`src/rtl/kwdt_pkg.sv`:
```
package kwdt_pkg;
  localparam int KEY_W = 16;
  localparam logic [KEY_W-1:0] KEY_UNLOCK = 16'h5555;
  localparam logic [KEY_W-1:0] KEY_RELOAD = 16'hAAAA;
  localparam logic [KEY_W-1:0] KEY_START  = 16'hCCCC;

  localparam int OFS_KEY  = 'h0;
  localparam int OFS_PSC  = 'h4;
  localparam int OFS_RLD  = 'h8;
  localparam int OFS_STAT = 'hC;

  // strobes from control to datapath
  typedef struct packed {
    logic cntReload;
    logic pscLoad;
    logic rldLoad;
  } kwdtStrobe_t;
endpackage

```
`src/rtl/kwdt_ctrl.sv`:
```
module kwdt_ctrl
  import kwdt_pkg::*;
#(
  parameter int ADDR_W     = 4,
  parameter int SYNC_TICKS = 2
) (
  input  logic              clk,
  input  logic              rstN,
  input  logic              tickIn,
  input  logic              busWr,
  input  logic [ADDR_W-1:0] busAddr,
  input  logic [KEY_W-1:0]  keyIn,
  output kwdtStrobe_t       strobe,
  output logic              running,
  output logic [1:0]        busyFlags
);
  localparam int BW = $clog2(SYNC_TICKS + 1);

  logic keyWr, pscWr, rldWr, accessEn;

  assign keyWr = busWr && (busAddr == ADDR_W'(OFS_KEY));
  assign pscWr = busWr && (busAddr == ADDR_W'(OFS_PSC));
  assign rldWr = busWr && (busAddr == ADDR_W'(OFS_RLD));

  always_ff @(posedge clk or negedge rstN) begin
    if (!rstN) begin
      accessEn <= 1'b0;
      running  <= 1'b0;
    end else if (keyWr) begin
      accessEn <= (keyIn == KEY_UNLOCK);
      if (keyIn == KEY_START) running <= 1'b1;
    end
  end

  always_comb begin
    strobe.cntReload = keyWr && (keyIn == KEY_RELOAD);
    strobe.pscLoad   = pscWr && accessEn;
    strobe.rldLoad   = rldWr && accessEn;
  end

  // one pending-flag lane per configuration register: 0 prescaler, 1 reload
  for (genvar g = 0; g < 2; g++) begin : gLane
    logic          loadLane;
    logic [BW-1:0] busyCnt;
    assign loadLane = (g == 0) ? strobe.pscLoad : strobe.rldLoad;

    always_ff @(posedge clk or negedge rstN) begin
      if (!rstN) busyCnt <= '0;
      else if (loadLane) busyCnt <= BW'(SYNC_TICKS);
      else if (tickIn && busyCnt != '0) busyCnt <= busyCnt - 1'b1;
    end
    assign busyFlags[g] = (busyCnt != '0);

    // a pending flag only clears on a tick pulse
    assert_flag_clear_on_tick_R9: assert property (@(posedge clk) disable iff (!rstN)
      $fell(busyFlags[g]) |-> $past(tickIn));
  end

  // once started, the counter never stops
  assert_no_stop_R5: assert property (@(posedge clk) disable iff (!rstN)
    running |=> running);
endmodule

```
`src/rtl/kwdt_datapath.sv`:
```
module kwdt_datapath
  import kwdt_pkg::*;
#(
  parameter int CNT_W        = 12,
  parameter int PSC_W        = 3,
  parameter int MAX_CODE     = 6,
  parameter int DIV_BASE_LOG = 2
) (
  input  logic             clk,
  input  logic             rstN,
  input  logic             tickIn,
  input  logic             running,
  input  kwdtStrobe_t      strobe,
  input  logic [CNT_W-1:0] wrData,
  output logic [PSC_W-1:0] pscVal,
  output logic [CNT_W-1:0] rldVal,
  output logic             rstReq
);
  localparam int PRE_W = DIV_BASE_LOG + MAX_CODE;
  localparam int SH_W  = $clog2(PRE_W + 1) + 1;

  logic [CNT_W-1:0] cntVal;
  logic [PRE_W-1:0] preCnt, preLimit;
  logic [PSC_W-1:0] effCode;
  logic             countTick, expire;

  always_ff @(posedge clk or negedge rstN) begin
    if (!rstN) begin
      pscVal <= '0;
      rldVal <= '1;
    end else begin
      if (strobe.pscLoad) pscVal <= wrData[PSC_W-1:0];
      if (strobe.rldLoad) rldVal <= wrData;
    end
  end

  // codes above the largest divider saturate to it
  assign effCode  = (pscVal > PSC_W'(MAX_CODE)) ? PSC_W'(MAX_CODE) : pscVal;
  assign preLimit = (PRE_W'(1) << (SH_W'(effCode) + SH_W'(DIV_BASE_LOG))) - PRE_W'(1);

  assign countTick = running && tickIn && (preCnt == preLimit);
  assign expire    = countTick && !strobe.cntReload && (cntVal <= CNT_W'(1));

  always_ff @(posedge clk or negedge rstN) begin
    if (!rstN) begin
      preCnt <= '0;
      cntVal <= '1;
      rstReq <= 1'b0;
    end else begin
      if (running && tickIn) preCnt <= countTick ? '0 : preCnt + 1'b1;
      if (strobe.cntReload) cntVal <= rldVal;
      else if (countTick) cntVal <= (cntVal <= CNT_W'(1)) ? rldVal : cntVal - 1'b1;
      rstReq <= expire;
    end
  end

  // request lasts one cycle and finds the counter refilled
  assert_one_cycle_R7: assert property (@(posedge clk) disable iff (!rstN)
    rstReq |=> !rstReq);
  assert_refilled_R7: assert property (@(posedge clk) disable iff (!rstN)
    rstReq |-> cntVal == $past(rldVal));
  // no request unless running
  assert_idle_quiet_R10: assert property (@(posedge clk) disable iff (!rstN)
    rstReq |-> $past(running));
  // idle counter holds unless reloaded
  assert_idle_hold_R6: assert property (@(posedge clk) disable iff (!rstN)
    (!running && !strobe.cntReload) |=> $stable(cntVal));
endmodule

```
`src/rtl/keyed_watchdog.sv`:
```
module keyed_watchdog
  import kwdt_pkg::*;
#(
  parameter int ADDR_W     = 4,
  parameter int DATA_W     = 32,
  parameter int CNT_W      = 12,
  parameter int PSC_W      = 3,
  parameter int SYNC_TICKS = 2
) (
  input  logic              clk,
  input  logic              rstN,
  input  logic              tickIn,
  input  logic              busWr,
  input  logic [ADDR_W-1:0] busAddr,
  input  logic [DATA_W-1:0] busWdata,
  output logic [DATA_W-1:0] busRdata,
  output logic              rstReq
);
  kwdtStrobe_t      strobe;
  logic             running;
  logic [1:0]       busyFlags;
  logic [PSC_W-1:0] pscVal;
  logic [CNT_W-1:0] rldVal;
  logic             unusedHi;

  assign unusedHi = ^busWdata[DATA_W-1:KEY_W];

  kwdt_ctrl #(.ADDR_W(ADDR_W), .SYNC_TICKS(SYNC_TICKS)) ctrl_i (
    .clk(clk), .rstN(rstN), .tickIn(tickIn), .busWr(busWr), .busAddr(busAddr),
    .keyIn(busWdata[KEY_W-1:0]), .strobe(strobe), .running(running),
    .busyFlags(busyFlags));

  kwdt_datapath #(.CNT_W(CNT_W), .PSC_W(PSC_W)) dp_i (
    .clk(clk), .rstN(rstN), .tickIn(tickIn), .running(running), .strobe(strobe),
    .wrData(busWdata[CNT_W-1:0]), .pscVal(pscVal), .rldVal(rldVal), .rstReq(rstReq));

  always_comb begin
    busRdata = '0;
    case (busAddr)
      ADDR_W'(OFS_PSC):  busRdata[PSC_W-1:0] = pscVal;
      ADDR_W'(OFS_RLD):  busRdata[CNT_W-1:0] = rldVal;
      ADDR_W'(OFS_STAT): busRdata[1:0]       = busyFlags;
      default:           busRdata            = '0;
    endcase
  end
endmodule

```
`config.mk`:
```
export PLATFORM = sky130hd
export DESIGN_NAME = keyed_watchdog
export DESIGN_NICKNAME = d
export VERILOG_FILES = /design/src/rtl/kwdt_pkg.sv /design/src/rtl/kwdt_ctrl.sv /design/src/rtl/kwdt_datapath.sv /design/src/rtl/keyed_watchdog.sv
export SDC_FILE = /design/constraint.sdc
export NUM_CORES = 1
export LEC_CHECK = 0
export ABC_AREA = 1
export CORE_UTILIZATION = 55
export CTS_CLUSTER_SIZE = 20
export DETAILED_ROUTE_END_ITERATION = 10
export PLACE_DENSITY_LB_ADDON = 0.12
export SYNTH_ARGS = -nofsm -noshare
export SYNTH_HDL_FRONTEND = slang
export SYNTH_SLANG_ARGS = --single-unit
```
`constraint.sdc`:
```
create_clock -name clk -period 2.6 [get_ports clk]
set_input_delay 0.52 -clock clk [delete_from_list [all_inputs] [get_ports clk]]
set_output_delay 0.52 -clock clk [all_outputs]
set_load 0.01 [all_outputs]
```
**Word-level counts from Yosys, hierarchy flattened**

Cells that the tools add are included.

- Register bits: 42
- Bits of input ports: 40
- Output and inout port bits: 33

- $add $sub $neg: 6
- $lt $le $gt $ge: 2
- Equal/unequal tests: 7
- Shift-type cells: 1
- Multiplexer cells: 12
- Reduce and logical (&&, ||, !) cells: 20

Operator list:

| kind | number |
|---|---|
| 12-bit two-way mux | 3 |
| 16-bit equality test (second input constant) | 2 |
| 16-bit by 15-bit equality test with 1-bit output (second input constant) | 1 |
| 12-bit by 1-bit <= comparator with 1-bit output (second input constant) | 1 |
| 1-bit logical AND | 12 |
| 12-bit by 1-bit subtractor with 12-bit output (second input constant) | 1 |
| 2-bit nonzero test | 5 |
| 9-bit two-way mux | 1 |
| 8-bit by 1-bit adder with 8-bit output (second input constant) | 1 |
| 4-bit equality test (second input constant) | 2 |
| 8-bit equality test | 1 |
| 2-bit two-way mux | 4 |
| 8-bit two-way mux | 1 |
| 1-bit by 5-bit << shifter with 8-bit output (first input constant) | 1 |
| 8-bit by 2-bit subtractor with 8-bit output (second input constant) | 1 |
| 2-bit case mux with 3 select lines | 1 |
| 3-bit by 2-bit adder with 4-bit output (second input constant) | 1 |
| 4-bit by 3-bit equality test with 1-bit output (second input constant) | 1 |
| 4-bit logical NOT | 1 |
| 2-bit by 1-bit subtractor with 2-bit output (second input constant) | 2 |
| 3-bit > comparator (second input constant) | 1 |
| 3-bit two-way mux | 1 |
| 1-bit case mux with 2 select lines | 1 |
| 2-bit AND reduction | 1 |
| 1-bit logical NOT | 1 |

**Depth between registers and ports, before layout**

- Depth after elaboration: 9
- Mapped depth: 15
- Depth with buffers taken out: 14

**Cells and area by module**

Synthesis repeated with hierarchy kept, for this count alone.

- Cells, all modules: 444
- Area total of the unflattened synthesis: 3178.0 µm²

By module, submodules not included:

| module | instances | cells an instance | area each (µm²) |
|---|---|---|---|
| kwdt_datapath | 1 | 298 | 2306.0 |
| kwdt_ctrl | 1 | 88 | 539.3 |
| keyed_watchdog | 1 | 58 | 332.8 |

**Worst setup path before layout**

Ideal clock, no wire load.

- Kind: reg2reg
- Start: register dp_i.pscVal[1]
- End: register dp_i.preCnt[0]
- Setup time: 79 ps
- Arrival time: 1637 ps
- Required time: 2521 ps
- Setup slack: 884 ps
- Cell stages (with the launch flop): 11
- Path buffers: 1
- Clock period less this slack: 1716 ps
- Cell sequence: dfrtp_1 inv_1 ha_1 inv_1 nor2_2 nand3_1 xor2_1 nand3_1 buf_2 nand2_1 mux2i_1

- Longest elaborated chain between the ends: 8

Ends and longest elaborated chain:

| item | line | RTL |
|---|---|---|
| start, declared | kwdt_datapath.sv:15 | `output logic [PSC_W-1:0] pscVal,` |
| start signal, assigned | kwdt_datapath.sv:32 | `if (strobe.pscLoad) pscVal <= wrData[PSC_W-1:0];` |
| 3-bit > comparator | kwdt_datapath.sv:38 | `assign effCode = (pscVal > PSC_W'(MAX_CODE)) ? PSC_W'(MAX_CODE) : pscVal;` |
| 3-bit two-way mux * | kwdt_datapath.sv:38 |  |
| 3-bit by 2-bit adder with 4-bit output * | kwdt_datapath.sv:39 | `assign preLimit = (PRE_W'(1) << (SH_W'(effCode) + SH_W'(DIV_BASE_LOG))) - PRE_W'(1);` |
| 1-bit by 5-bit << shifter with 8-bit output * | kwdt_datapath.sv:39 |  |
| 8-bit by 2-bit subtractor with 8-bit output * | kwdt_datapath.sv:39 |  |
| 8-bit equality test * | kwdt_datapath.sv:41 | `assign countTick = running && tickIn && (preCnt == preLimit);` |
| 1-bit logical AND * | kwdt_datapath.sv:41 |  |
| 8-bit two-way mux * | kwdt_datapath.sv:50 | `if (running && tickIn) preCnt <= countTick ? '0 : preCnt + 1'b1;` |
| end signal, assigned | kwdt_datapath.sv:50 |  |
| end, declared | kwdt_datapath.sv:23 | `logic [PRE_W-1:0] preCnt, preLimit;` |

Every way passes the cells marked *; elsewhere a longest branch is shown, timed or not.
A chain may end at the register's enable or synchronous reset.

**Worst setup path in the final report**

- Start: input port busAddr[1]
- End: output port busRdata[0]

- Longest elaborated chain between the ends: 2
- Elaborated cells on any way between the ends: 4
- Those cells by class: eq/ne: 3; mux: 1

Ends and longest elaborated chain:

| item | line | RTL |
|---|---|---|
| start, declared | keyed_watchdog.sv:14 | `input logic [ADDR_W-1:0] busAddr,` |
| 4-bit equality test / 4-bit by 3-bit equality test with 1-bit output (equally long branches) | keyed_watchdog.sv:39 | `case (busAddr)` |
| 2-bit case mux with 3 select lines * | keyed_watchdog.sv:39 |  |
| end, declared | keyed_watchdog.sv:16 | `output logic [DATA_W-1:0] busRdata,` |

Marks and branches as above.

==> impl_metrics.py <==
metrics = {
    "status": {
        "status": "complete, no violations",
    },
    "route": {
        "first_pass_iters": 5,
        "viasPerCell": 4.87,
        "wl_per_cell_um": 11.2,
        "ant_nets": 0,
        "drc_errors": 0,
        "vias": 2823,
        "wirelength_um": 6510,
        "drt_iter0_markers": 158,
    },
    "grt": {
        "overflow": 0,
        "grt_pass1_vias": 2629,
        "grt_first_pass_wirelength_um": 11600,
        "antenna_found_initial": 0,
        "grt_max_degree": 29,
        "grt_usage_pct": 24.3,
    },
    "placed_design": {
        "port_buffers": 36,
        "dp_hpwl_um": 5050,
        "place_area_mm2": 0.00347,
        "gp_congestion": 0.896,
    },
    "clock_network": {
        "cts_root_buf": "clkbuf_8",
        "clock-sinks": 42,
        "cts_buffer_depth": 2,
        "clk_transition_reported_paths_ns": 0.08,
        "post-cts-setup-buffer-count": 0,
        "clk_latency_ns": 0.30,
        "tritoncts": "yes",
        "h-tree-depth": 2,
        "cts_buffers": 5,
    },
    "cells_and_area": {
        "area_growth_pct": 15.8,
        "final_cell_area_mm2": 0.00358,
        "n_antenna_cell": 0,
        "post-route-util_pct": 67.9,
        "drive_above_1_share_pct": 10.4,
        "mostFrequentLayoutCells": "nand2_1, inv_1, nor2_1",
        "nNetsFinal": 559,
        "final_common_cell": "nand2_1",
    },
    "power": {
        "cellPowerDensity_mw_per_mm2": 381,
        "irDropWorstVdd_v": 0.000339,
        "leakagePower_nw": 2.08,
    },
    "yosys": {
        "async_reset_ff_share_pct": 100,
        "seq_area_frac_synth_pct": 35.0,
        "synth_area_mm2": 0.00309,
        "syn_area_per_cell_um2": 6.63,
        "synth_seq_cells": 42,
        "synth_cell_types": 31,
        "yosys_warnings": 0,
        "synth_area_leaders": "dfstp_2, nand2_1, dfrtp_1",
        "yosys.area.top_type": "dfstp_2",
        "syn-instance-count": 466,
        "synth_ff_type": "dfstp_2",
        "synth.top_cell.area_share_pct": 20.4,
        "synth-edff-count": 0,
    },
    "floorplanning": {
        "die_y_um": 77.0,
        "rows": 26,
        "die_w_um": 77.0,
        "coreArea_mm2": 0.00527,
        "start_util_pct": 58.7,
        "die_area_mm2": 0.00593,
        "ioPinCount": 73,
    },
    "critical_path": {
        "path_buf_inv": 4,
        "path_cells": "clkdlybuf4s50_1 > nor2_4 > inv_1 > nor3_1 > inv_1 > o221ai_1 > dlygate4sd2_1",
        "cp-start-kind": "input pin",
        "path_depth": 7,
        "cpMostUsedCell": "inv_1",
        "cp_slowest_cell": "clkdlybuf4s50_1",
        "worstPathArrival_ns": 1.84,
        "path_delay_family": "buffers and inverters",
        "reg2regPathDepth": 11,
        "crit_fanout": 4,
        "crit_path_end": "busRdata[0]",
        "cp-startpoint": "busAddr[1]",
        "r2r_start": "dp_i.pscVal[2]$_DFFE_PN0P_",
        "critical_path_class": "input pin to primary output",
        "r2r_end": "dp_i.cntVal[10]$_DFFE_PN1P_",
        "cp_slowest_stage_delay_ns": 0.44,
        "r2r_slack_ns": 0.51,
        "required_ns": 2.08,
        "worstSetupEndpointType": "primary output",
    },
    "sta": {
        "setup_viol": 0,
        "fin_crit_ns": 2.36,
        "fin_skew_ns": 0.0105,
        "max_freq_mhz": 424,
        "rsz0062_at_grt": "false",
        "hold_viol": 0,
        "min_period_over_period_pct": 90.8,
        "drv_slew": 0,
    },
    "hold_path": {
        "hold_path.class": "input pin to async pin",
    },
    "job": {
        "maxCapViolCount": 0,
    },
}
-- where the power goes --
group	internal, mW	switching, mW
sequential	0.688	0.0180
combinational	0.109	0.130
clock	0.190	0.230
total	0.988	0.378
-- layer usage --
| layer | vias up | wire length, um | GRT usage, % |
|---|---|---|---|
| li1 | 1471 | - | - |
| met1 | 1261 | 3140 | 33.4 |
| met2 | 77 | 2990 | 39.7 |
| met3 | 14 | 271 | 2.98 |
| met4 | 0 | 112 | 7.74 |
| met5 | - | 0 | 0 |
-- cell type report --
| class | instances | area (um^2) |
|---|---|---|
| clock buffers | 7 | 76.3 |
| flip-flops and latches | 42 | 1080 |
| multi-input cells | 327 | 1550 |
| inverters | 88 | 330 |
| repair buffers | 45 | 445 |
| well taps | 70 | 87.6 |
| fillers | 479 | 1690 |
| clock inverters | 1 | 7.51 |
-- kinds of logic (layout without fill, tap and decap cells) --
kind of cell               count (synthesis)  count (layout)  share of synthesized area, %
AOI/OAI and AO/OA                         27              27                          4.86
xor gates and xnor gates                   9               9                          2.55
adders and majority gates                 10              10                          4.05
buffers and inverters                    116             141                          17.1
DFF                                       42              42                          35.0
muxes                                      2               2                         0.688
other                                      1              20                         0.121
and+or+nand+nor                          259             259                          35.7
-- sequential cells by signal, indices dropped and copies added (netlist names) --
| signal | flops |
|---|---|
| ctrl_i.accessEn | 1 |
| dp_i.rstReq | 1 |
| ctrl_i.gLane.busyCnt | 4 |
| ctrl_i.running | 1 |
| dp_i.preCnt | 8 |
| dp_i.rldVal | 12 |
| dp_i.cntVal | 12 |
| dp_i.pscVal | 3 |
-- worst min-delay path by stage --
stage / startpoint / endpoint / slack (ns) / depth (start not counted)
floorplan: rstN / ctrl_i.accessEn$_DFFE_PN0P_ / 0.22 / 0
global route: rstN / dp_i.preCnt[5]$_DFFE_PN0P_ / 0.13 / 1
finish: rstN / dp_i.preCnt[5]$_DFFE_PN0P_ / 0.11 / 1
CTS: rstN / dp_i.preCnt[5]$_DFFE_PN0P_ / 0.13 / 1
global placement: rstN / dp_i.preCnt[5]$_DFFE_PN0P_ / 0.44 / 1
detailed placement: rstN / dp_i.preCnt[5]$_DFFE_PN0P_ / 0.45 / 1
-- per-stage QoR --
stage	total power, mW	setup TNS (ns)	hold slack [ns]	std cells	setup slack, ns
after floorplan	0.875	0	0.224	485	0.884
after global placement	0.947	-0.0328	0.440	572	-0.0173
after detailed placement	0.962	-0.0886	0.452	572	-0.0447
after CTS	1.38	0	0.125	580	0.00247
after global routing	1.43	0	0.134	580	0.131
final	1.37	0	0.107	580	0.240
-- Yosys cell counts, types with 2 or more instances --
| master | count |
|---|---|
| buf_2 | 3 |
| dfstp_2 | 24 |
| nor2_1 | 53 |
| buf_6 | 2 |
| inv_1 | 85 |
| o221ai_1 | 2 |
| o21ai_0 | 21 |
| ha_1 | 10 |
| inv_2 | 3 |
| nand3_1 | 48 |
| nor4_1 | 2 |
| nand2_2 | 3 |
| xnor2_1 | 2 |
| nand2_1 | 134 |
| dfrtp_1 | 18 |
| xor2_1 | 7 |
| nand3b_1 | 3 |
| buf_4 | 20 |
| clkbuf_1 | 3 |
| nor2_2 | 3 |
| nor3_1 | 4 |
| nand4_1 | 7 |
-- what timing repair did --
item                       in CTS  in global routing
cloned                          0                  0
gates resized for setup         2                 10
hold buffers                    0                  0
setup endpoints to repair       2                 10
(Power assumes the default switching activity.)
